$ cat src/rtl/sv7_pkg.sv
package sv7_pkg;
    localparam int NSEG = 7;

    typedef enum logic [2:0] {
        SEG_Z_HEAD = 3'd0,
        SEG_A_RISE = 3'd1,
        SEG_B_RISE = 3'd2,
        SEG_Z_MID  = 3'd3,
        SEG_B_FALL = 3'd4,
        SEG_A_FALL = 3'd5,
        SEG_Z_TAIL = 3'd6
    } seg_e;

    typedef enum logic [1:0] {
        VEC_ZERO   = 2'd0,
        VEC_FIRST  = 2'd1,
        VEC_SECOND = 2'd2
    } vec_e;

    typedef enum logic [1:0] {
        MV_HOLD    = 2'd0,
        MV_ADVANCE = 2'd1,
        MV_WRAP    = 2'd2
    } move_e;
endpackage

$ cat src/rtl/sv7_split.sv
module sv7_split
    import sv7_pkg::*;
#(
    parameter int TW = 16,
    parameter int DW = TW + 2
) (
    input  logic [TW-1:0]                 t_zero,
    input  logic [TW-1:0]                 t_a,
    input  logic [TW-1:0]                 t_b,
    output logic [NSEG-1:0][DW-1:0]       dur
);
    logic [DW-1:0] quarter_z;
    logic [DW-1:0] half_a;
    logic [DW-1:0] half_b;
    logic [DW-1:0] centre;

    always_comb begin
        quarter_z = DW'(t_zero >> 2);
        half_a    = DW'(t_a >> 1);
        half_b    = DW'(t_b >> 1);
        // centre absorbs every remainder so the period sums exactly
        centre    = DW'(t_zero) - (quarter_z << 1) + DW'(t_a[0]) + DW'(t_b[0]);
    end

    always_comb begin
        dur[0] = quarter_z;
        dur[1] = half_a;
        dur[2] = half_b;
        dur[3] = centre;
        dur[4] = half_b;
        dur[5] = half_a;
        dur[6] = quarter_z;
    end
endmodule

$ cat src/rtl/sv7_seq_fsm.sv
module sv7_seq_fsm
    import sv7_pkg::*;
#(
    parameter int DW = 18
) (
    input  logic                      clk,
    input  logic                      rst_n,
    input  logic [NSEG-1:0][DW-1:0]   new_dur,
    output logic [2:0]                seg_idx_o,
    output logic [1:0]                vec_o,
    output logic                      pstart_o
);
    logic [NSEG-1:0][DW-1:0] dur_q;
    seg_e                    seg_q, seg_d;
    logic [DW-1:0]           cnt_q, cnt_d;
    logic                    pst_q, pst_d;
    logic                    load_en;
    move_e                   move;

    logic                    later_found, first_found;
    logic [2:0]              later_idx, first_idx;

    // search for the nearest later segment of the held times with nonzero length
    always_comb begin
        later_found = 1'b0;
        later_idx   = 3'd0;
        for (int j = NSEG - 1; j >= 0; j--) begin
            if ((j > int'(seg_q)) && (dur_q[j] != '0)) begin
                later_found = 1'b1;
                later_idx   = 3'(j);
            end
        end
    end

    // search for the first nonzero segment of the incoming times
    always_comb begin
        first_found = 1'b0;
        first_idx   = 3'd0;
        for (int j = NSEG - 1; j >= 0; j--) begin
            if (new_dur[j] != '0) begin
                first_found = 1'b1;
                first_idx   = 3'(j);
            end
        end
    end

    // transition choice and next state
    always_comb begin
        if (cnt_q != '0)       move = MV_HOLD;
        else if (later_found)  move = MV_ADVANCE;
        else                   move = MV_WRAP;

        seg_d   = seg_q;
        cnt_d   = cnt_q;
        pst_d   = 1'b0;
        load_en = 1'b0;
        unique case (move)
            MV_HOLD: begin
                cnt_d = cnt_q - 1'b1;
            end
            MV_ADVANCE: begin
                seg_d = seg_e'(later_idx);
                cnt_d = dur_q[later_idx] - 1'b1;
            end
            MV_WRAP: begin
                load_en = 1'b1;
                pst_d   = 1'b1;
                if (first_found) begin
                    seg_d = seg_e'(first_idx);
                    cnt_d = new_dur[first_idx] - 1'b1;
                end else begin
                    seg_d = SEG_Z_HEAD;
                    cnt_d = '0;
                end
            end
            default: begin
                seg_d = SEG_Z_HEAD;
            end
        endcase
    end

    // state register
    always_ff @(posedge clk) begin
        if (!rst_n) begin
            seg_q <= SEG_Z_HEAD;
            cnt_q <= '0;
            pst_q <= 1'b0;
            dur_q <= '0;
        end else begin
            seg_q <= seg_d;
            cnt_q <= cnt_d;
            pst_q <= pst_d;
            if (load_en) dur_q <= new_dur;
        end
    end

    // outputs
    always_comb begin
        seg_idx_o = seg_q;
        pstart_o  = pst_q;
        unique case (seg_q)
            SEG_Z_HEAD, SEG_Z_MID, SEG_Z_TAIL: vec_o = VEC_ZERO;
            SEG_A_RISE, SEG_A_FALL:            vec_o = VEC_FIRST;
            SEG_B_RISE, SEG_B_FALL:            vec_o = VEC_SECOND;
            default:                           vec_o = VEC_ZERO;
        endcase
    end

    // a segment is left only after its count has run out
    a_r2_leave_on_count_end: assert property (@(posedge clk) disable iff (!rst_n)
        (seg_q != $past(seg_q)) |-> ($past(cnt_q) == '0));

    // the segment index only falls back at a period start
    a_r3_ascending_order: assert property (@(posedge clk) disable iff (!rst_n)
        (seg_q < $past(seg_q)) |-> pst_q);

    // a period starts only after the previous count has run out
    a_r6_start_after_end: assert property (@(posedge clk) disable iff (!rst_n)
        pst_q |-> ($past(cnt_q) == '0));

    // a newly entered segment has nonzero length unless all are empty
    a_r8_no_empty_entry: assert property (@(posedge clk) disable iff (!rst_n)
        ((seg_q != $past(seg_q)) && (dur_q != '0)) |-> (dur_q[seg_q] != '0));
endmodule

$ cat src/rtl/svm_seq7.sv
module svm_seq7
    import sv7_pkg::*;
#(
    parameter int TW = 16
) (
    input  logic          clk,
    input  logic          rst_n,
    input  logic [TW-1:0] zero_time,
    input  logic [TW-1:0] act_a_time,
    input  logic [TW-1:0] act_b_time,
    output logic [2:0]    seg_idx,
    output logic [1:0]    vec_code,
    output logic          period_start
);
    localparam int DW = TW + 2;

    logic [NSEG-1:0][DW-1:0] split_dur;

    sv7_split #(.TW(TW), .DW(DW)) split_i (
        .t_zero (zero_time),
        .t_a    (act_a_time),
        .t_b    (act_b_time),
        .dur    (split_dur)
    );

    sv7_seq_fsm #(.DW(DW)) fsm_i (
        .clk       (clk),
        .rst_n     (rst_n),
        .new_dur   (split_dur),
        .seg_idx_o (seg_idx),
        .vec_o     (vec_code),
        .pstart_o  (period_start)
    );

    // code 3 is never produced
    always_comb begin
        if (rst_n) a_r4_vec_legal: assert (vec_code != 2'd3);
    end

    // outputs idle while reset is held
    a_r1_reset_idle: assert property (@(posedge clk)
        !rst_n |=> (!rst_n |-> (seg_idx == 3'd0 && !period_start)));
endmodule

$ cat config.mk
export PLATFORM = sky130hd
export DESIGN_NAME = svm_seq7
export DESIGN_NICKNAME = d
export VERILOG_FILES = /design/src/rtl/sv7_pkg.sv /design/src/rtl/sv7_split.sv /design/src/rtl/sv7_seq_fsm.sv /design/src/rtl/svm_seq7.sv
export SDC_FILE = /design/constraint.sdc
export NUM_CORES = 1
export LEC_CHECK = 0
export ABC_AREA = 1
export BUFFER_PORTS_ARGS = -buffer_cell sky130_fd_sc_hd__buf_2
export CORE_MARGIN = 8
export CORE_UTILIZATION = 35
export DETAILED_ROUTE_END_ITERATION = 10
export PLACE_DENSITY = 0.55
export RECOVER_POWER = 100
export SYNTH_ARGS = -nofsm -noshare
export SYNTH_HDL_FRONTEND = slang
export SYNTH_SLANG_ARGS = --single-unit
$ cat constraint.sdc
create_clock -name clk -period 3.4 [get_ports clk]
set_clock_uncertainty 0.05 [all_clocks]
set_input_delay 0.17 -clock clk [delete_from_list [all_inputs] [get_ports clk]]
set_output_delay 0.17 -clock clk [all_outputs]
set_load 0.02 [all_outputs]
== After elaboration in Yosys (flattened, before gate mapping) ==
Index checks and enable logic that the tools add are counted.

* Output and inout port bits: 6
* Register bits: 84

* Order comparisons: 8
* Add/sub/neg operators: 6
* Reduce and logical (&&, ||, !) cells: 19
* Muxes and demuxes: 32
* Equality and inequality tests: 6

{| class="wikitable"
|+ Operator list
! kind !! number
|-
| 18-bit nonzero test || 9
|-
| 18-bit binary-select mux with 3-bit select || 2
|-
| 18-bit two-way mux || 3
|-
| 18-bit case mux with 3 select lines || 1
|-
| 18-bit by 1-bit subtractor with 18-bit output (second input constant) || 3
|-
| 17-bit by 2-bit adder with 18-bit output || 1
|-
| 18-bit by 1-bit adder with 18-bit output || 1
|-
| 3-bit two-way mux || 6
|-
| 16-bit by 15-bit subtractor with 17-bit output || 1
|-
| 2-bit two-way mux || 7
|-
| 1-bit two-way mux || 11
|-
| 3-bit > comparator (first input constant) || 3
|-
| 3-bit case mux with 3 select lines || 1
|-
| 3-bit == test (second input constant) || 2
|-
| 2-bit by 3-bit > comparator with 1-bit output (first input constant) || 2
|-
| 1-bit logical AND || 6
|-
| 2-bit by 4-bit < comparator with 1-bit output (second input constant) || 1
|-
| 3-bit by 4-bit < comparator with 1-bit output (second input constant) || 1
|-
| 2-bit case mux with 2 select lines || 1
|-
| 2-bit OR reduction || 2
|-
| 3-bit by 1-bit == test with 1-bit output (second input constant) || 1
|-
| 3-bit by 2-bit == test with 1-bit output (second input constant) || 1
|-
| 1-bit by 3-bit > comparator with 1-bit output (first input constant) || 1
|-
| 3-bit nonzero test || 1
|-
| 3 further kinds || 3
|}

== Depth between registers and ports, before layout ==
* Word-level depth: 13
* Mapped depth: 35

== By module ==
A second synthesis with hierarchy kept.

* Cell total of the unflattened synthesis: 2070
* Area, all modules: 12189.2 um^2

{| class="wikitable"
|+ By module, submodules not included
! module !! area each (um^2) !! sequential area each (um^2) !! cells an instance !! times used
|-
| sv7_seq_fsm || 9857.0 || 2962.8 || 1668 || 1
|-
| sv7_split || 2332.2 || 0.0 || 402 || 1
|}

== Worst setup path after synthesis ==
Ideal clock, no wire load.

* Path kind: input to register
* Start point: in zero_time[1]
* End point: reg fsm_i.cnt_q[14]
* Setup time: 0.132 ns
* Buffers on the path: 1
* Cell stages on the path: 31
* Arrival: 3.380 ns
* Slack: -0.162 ns
* Path through: inv_1 -> ha_1 -> inv_1 -> fa_1 -> nand3_1 -> nor2_2 -> nand3_2 -> nor2_2 -> nand2_1 -> nor2_4 -> nand2_1 -> nand2_1 -> nand2_2 -> nand3_2 -> nor2_2 -> nand2_1 -> nand2_2 -> nand2_4 -> nand2_4 -> buf_6 -> nand2_1 -> nand3_1 -> nand2_1 -> ha_1 -> inv_1 -> nor2_1 -> nand2_1 -> nor2_1 -> nand3_1 -> nand3_1 -> a21oi_1

* Cells in the longest elaborated chain, start to end: 13

{| class="wikitable"
|+ Ends and longest elaborated chain
! element !! line !! text
|-
| start, declared || svm_seq7.sv:8 || <nowiki>input logic [TW-1:0] zero_time,</nowiki>
|-
| 16-bit by 15-bit subtractor with 17-bit output (*) || sv7_split.sv:22 || <nowiki>centre = DW'(t_zero) - (quarter_z << 1) + DW'(t_a[0]) + DW'(t_b[0]);</nowiki>
|-
| 17-bit by 2-bit adder with 18-bit output (*) || sv7_split.sv:22 ||
|-
| 18-bit by 1-bit adder with 18-bit output (*) || sv7_split.sv:22 ||
|-
| 18-bit nonzero test || sv7_seq_fsm.sv:40 || <nowiki>if (new_dur[j] != '0) begin</nowiki>
|-
| 2-bit two-way mux (4 in series) || sv7_seq_fsm.sv:40 ||
|-
| 18-bit binary-select mux with 3-bit select || sv7_seq_fsm.sv:70 || <nowiki>cnt_d = new_dur[first_idx] - 1'b1;</nowiki>
|-
| 18-bit two-way mux (not written as such) || sv7_seq_fsm.sv:70 ||
|-
| 18-bit by 1-bit subtractor with 18-bit output || sv7_seq_fsm.sv:70 ||
|-
| 18-bit two-way mux (*) || sv7_seq_fsm.sv:68 || <nowiki>if (first_found) begin</nowiki>
|-
| 18-bit case mux with 3 select lines (*) || sv7_seq_fsm.sv:57 || <nowiki>unique case (move)</nowiki>
|-
| end signal, assigned || sv7_seq_fsm.sv:91 || <nowiki>cnt_q <= cnt_d;</nowiki>
|-
| end, declared || sv7_seq_fsm.sv:15 || <nowiki>logic [DW-1:0] cnt_q, cnt_d;</nowiki>
|}

Every way passes the cells marked *; elsewhere a longest branch is shown, timed or not. The select of a mux whose other input is x is not followed.
A chain may end at the register's enable or synchronous reset.

== Worst setup path in the final report ==
* Start point: in zero_time[1]
* End point: reg fsm_i.cnt_q[16]

Same word-level chain as after synthesis.

==> run metrics <==
Worst Setup Slack, final=-0.196 ns; 1st-pass router iterations=5; synth warn=0; Synth top cells by count=nand2_1 (358), inv_1 (164), nand3_1 (156); pre-CTS WS=-0.719 ns; unrepaired setup endpoints after global routing=yes; Post-synth top flop=dfxtp_1; post-synth cell types=40; DRC violations left=0; design area=~12,000 um^2; data arrival time of the critical path=roughly 3.8 ns; synthesis-stage register bit count=84; Synthesized Nets=1,410; Clk pin slew, worst setup/hold paths=0.07 ns; first-pass GRT wire length=52,000 um; global placer's final weighted congestion=around 0.95; Setup crit end kind=register; source of the critical timing path=zero_time[1]; Critical Path Source Type=primary input; share of cells above drive strength 1=35.6%; GR Overflow Total=0; largest net degree at the start of global routing=100; HP Class=primary input to register; relative slew slack=37.5%; htree depth=3; CTS Hold Buffers Added=0; Max FO, Critical Path=8; Final Max Slew Viols=0; Final setup viols=16; Crit Reg-Reg Startpoint=fsm_i.dur_q[44]$_SDFFE_PN0P_; vias in the first global route=9,688; Initial Util=between 30% and 40%; number of cells on the worst reg-to-reg path=24; Layout area overhead=54.1%; post-route clock period utilization=106%; syn avg cell area=5.76 um^2; Die Ht=between 150 and 200 um; top-count cell post-synth=nand2_1; TritonCTS clock tree=yes; placed inst area=approximately 10,000 um^2; Detailed Route Iter0 Violations=802; Die ar.=around 27,000 um^2; register area share after synthesis=21.9%; GRT Resource Usage Total=24.6%; Post-Syn Area=7670 um^2; Max Clock Freq=0.278 GHz; critical path type=primary input to register; Vias=~10,000; slew at the pin closest to its max-slew limit=0.938 ns; area share of the largest cell type after synthesis=21.9%; # IOs=56; via density per instance=5.17; fin crit period=3.60 ns; nets=1,744; Final ANT Viol Nets=0; Buffers on Ports=55; Finished Layout Cells=1,950; Post-DP HPWL=26,600 um; max_cap viols=0; Async S/R FF share, synth=0%; Sinks on Clock Net=84; Avg WL per Cell=17.2 um; clock root buffer master=clkbuf_16; Cell Rows=54; status=finished with violations; failing checks=negative setup slack; core box area=21,700 um^2; clock latency on the worst-skew pair=0.35 ns; dpl cells=roughly 1,900; Worst Path Required=3.63 ns; post-synth top area cell=dfxtp_1; initial antenna violation count=0; R2R setup slack=-0.05 ns; antenna cells=0; total clock buffers created by CTS=9; RR Endpoint=fsm_i.cnt_q[15]$_SDFFE_PN0P_; crit path to=fsm_i.cnt_q[16]$_SDFFE_PN0P_; Final Hold Fails=0; top cells by area, synth=dfxtp_1 (22%), nand2_1 (18%), nand3_1 (10%), inv_1 (8.0%), o21ai_0 (6.8%); Max clock buf depth=2; cell count after synthesis=1,333; DRT Wirelength=~34,000 um; Post-synth EDFFs=0; Die W=164 um
## layer usage
layer | track usage, % | vias to the layer above | share of wire (%)
met5 | 0 | - | 0
met4 | 8.10 | 0 | 2.8
met3 | 3.43 | 66 | 6.6
met2 | 40.8 | 341 | 47
met1 | 32.3 | 4629 | 44
li1 | - | 5040 | -
## layout make-up
cell class                      count  area [um^2]
Fill cell                        2194         9870
Multi-Input combinational cell   1021         5930
Inverter                          177          689
Clock inverter                      4         73.8
Sequential cell                    84         1680
Tap cell                          280          350
Timing Repair Buffer              374         2860
Clock buffer                       10          239
## through the flow
step                      hold WS (ns)  utilization [%]  setup TNS [ns]
final                           0.0380             54.5           -1.94
after global routing            0.0377             54.5           -6.01
after CTS                       0.0455             52.2          -0.742
after detailed placement         0.410             48.1           -9.06
after global placement           0.409             48.1           -7.69
after floorplan                  0.255                -          -0.114
## how the worst min path moves through the flow
stage                     cells past startpoint                               to           from
after global placement                        2  fsm_i.seg_idx_o[2]$_SDFFE_PN0P_          rst_n
after global routing                          2  fsm_i.seg_idx_o[2]$_SDFFE_PN0P_          rst_n
final                                         2  fsm_i.seg_idx_o[2]$_SDFFE_PN0P_          rst_n
after detailed placement                      3     fsm_i.dur_q[39]$_SDFFE_PN0P_  act_b_time[4]
after CTS                                     2  fsm_i.seg_idx_o[2]$_SDFFE_PN0P_          rst_n
after floorplan                               2     fsm_i.dur_q[18]$_SDFFE_PN0P_  act_a_time[1]
## layout by cell type, fill, tap and decap left out, types with 6 or more instances in the layout
| cell | instances |
|---|---|
| a21oi_1 | 80 |
| nor4_1 | 17 |
| nand2_4 | 16 |
| buf_2 | 45 |
| buf_6 | 14 |
| ha_4 | 9 |
| a31oi_1 | 12 |
| buf_4 | 294 |
| clkbuf_1 | 6 |
| o211ai_1 | 6 |
| dfxtp_1 | 84 |
| inv_2 | 20 |
| or2_2 | 7 |
| nor2_1 | 92 |
| nand3_4 | 9 |
| nand3b_1 | 6 |
| ha_1 | 16 |
| nand3_1 | 117 |
| nor2_4 | 24 |
| nor3_1 | 9 |
| xor2_1 | 6 |
| clkbuf_16 | 10 |
| nand4_1 | 27 |
| inv_1 | 151 |
| nand2_2 | 43 |
| o21ai_1 | 6 |
| o21ai_0 | 100 |
| nand2_1 | 317 |
| nand3_2 | 36 |
| nor2_2 | 19 |
## worst max-delay path: stages
cell,delay (ns)
buf_8,0.11
inv_12,0.04
ha_4,0.12
inv_4,0.04
fa_2,0.57
nand2_1,0.13
nor2_4,0.15
nand3_4,0.09
nor2_4,0.17
nand3_2,0.14
nor2_4,0.14
nand3_1,0.08
nand2_2,0.09
buf_4,0.12
inv_1,0.05
nor2_1,0.09
nand4_1,0.14
nand2_2,0.14
buf_6,0.16
nand3_2,0.12
nand2_2,0.11
ha_4,0.16
nand3_4,0.11
nor2_4,0.20
nand3_2,0.10
nand2_1,0.08
nand3_1,0.06
a21oi_1,0.13
## logic make-up after synthesis
| logic type | Yosys count | share of synthesized area [%] |
|---|---|---|
| AO/OA/AOI/OAI | 226 | 15.6 |
| XOR/XNOR | 13 | 1.48 |
| adder cells (fa/ha/maj) | 27 | 4.60 |
| buffers and inverters | 229 | 11.9 |
| flip-flops | 84 | 21.9 |
| AND/OR/NAND/NOR | 754 | 44.5 |
## registers in the layout (all words and copies together), names as in the netlist
register         count
fsm_i.cnt_q         18
fsm_i.dur_q         62
fsm_i.pstart_o       1
fsm_i.seg_idx_o      3
## what timing repair did
action	4_1_cts	5_1_grt
endpoints found under the setup margin	17	18
resized for setup	107	104
setup buffers	14	6
pin swaps	53	40
gates cloned	2	2
Power is left out: the tool's default activity adds up to more than one toggle a clock period on the data nets, which glitch-free logic cannot reach.
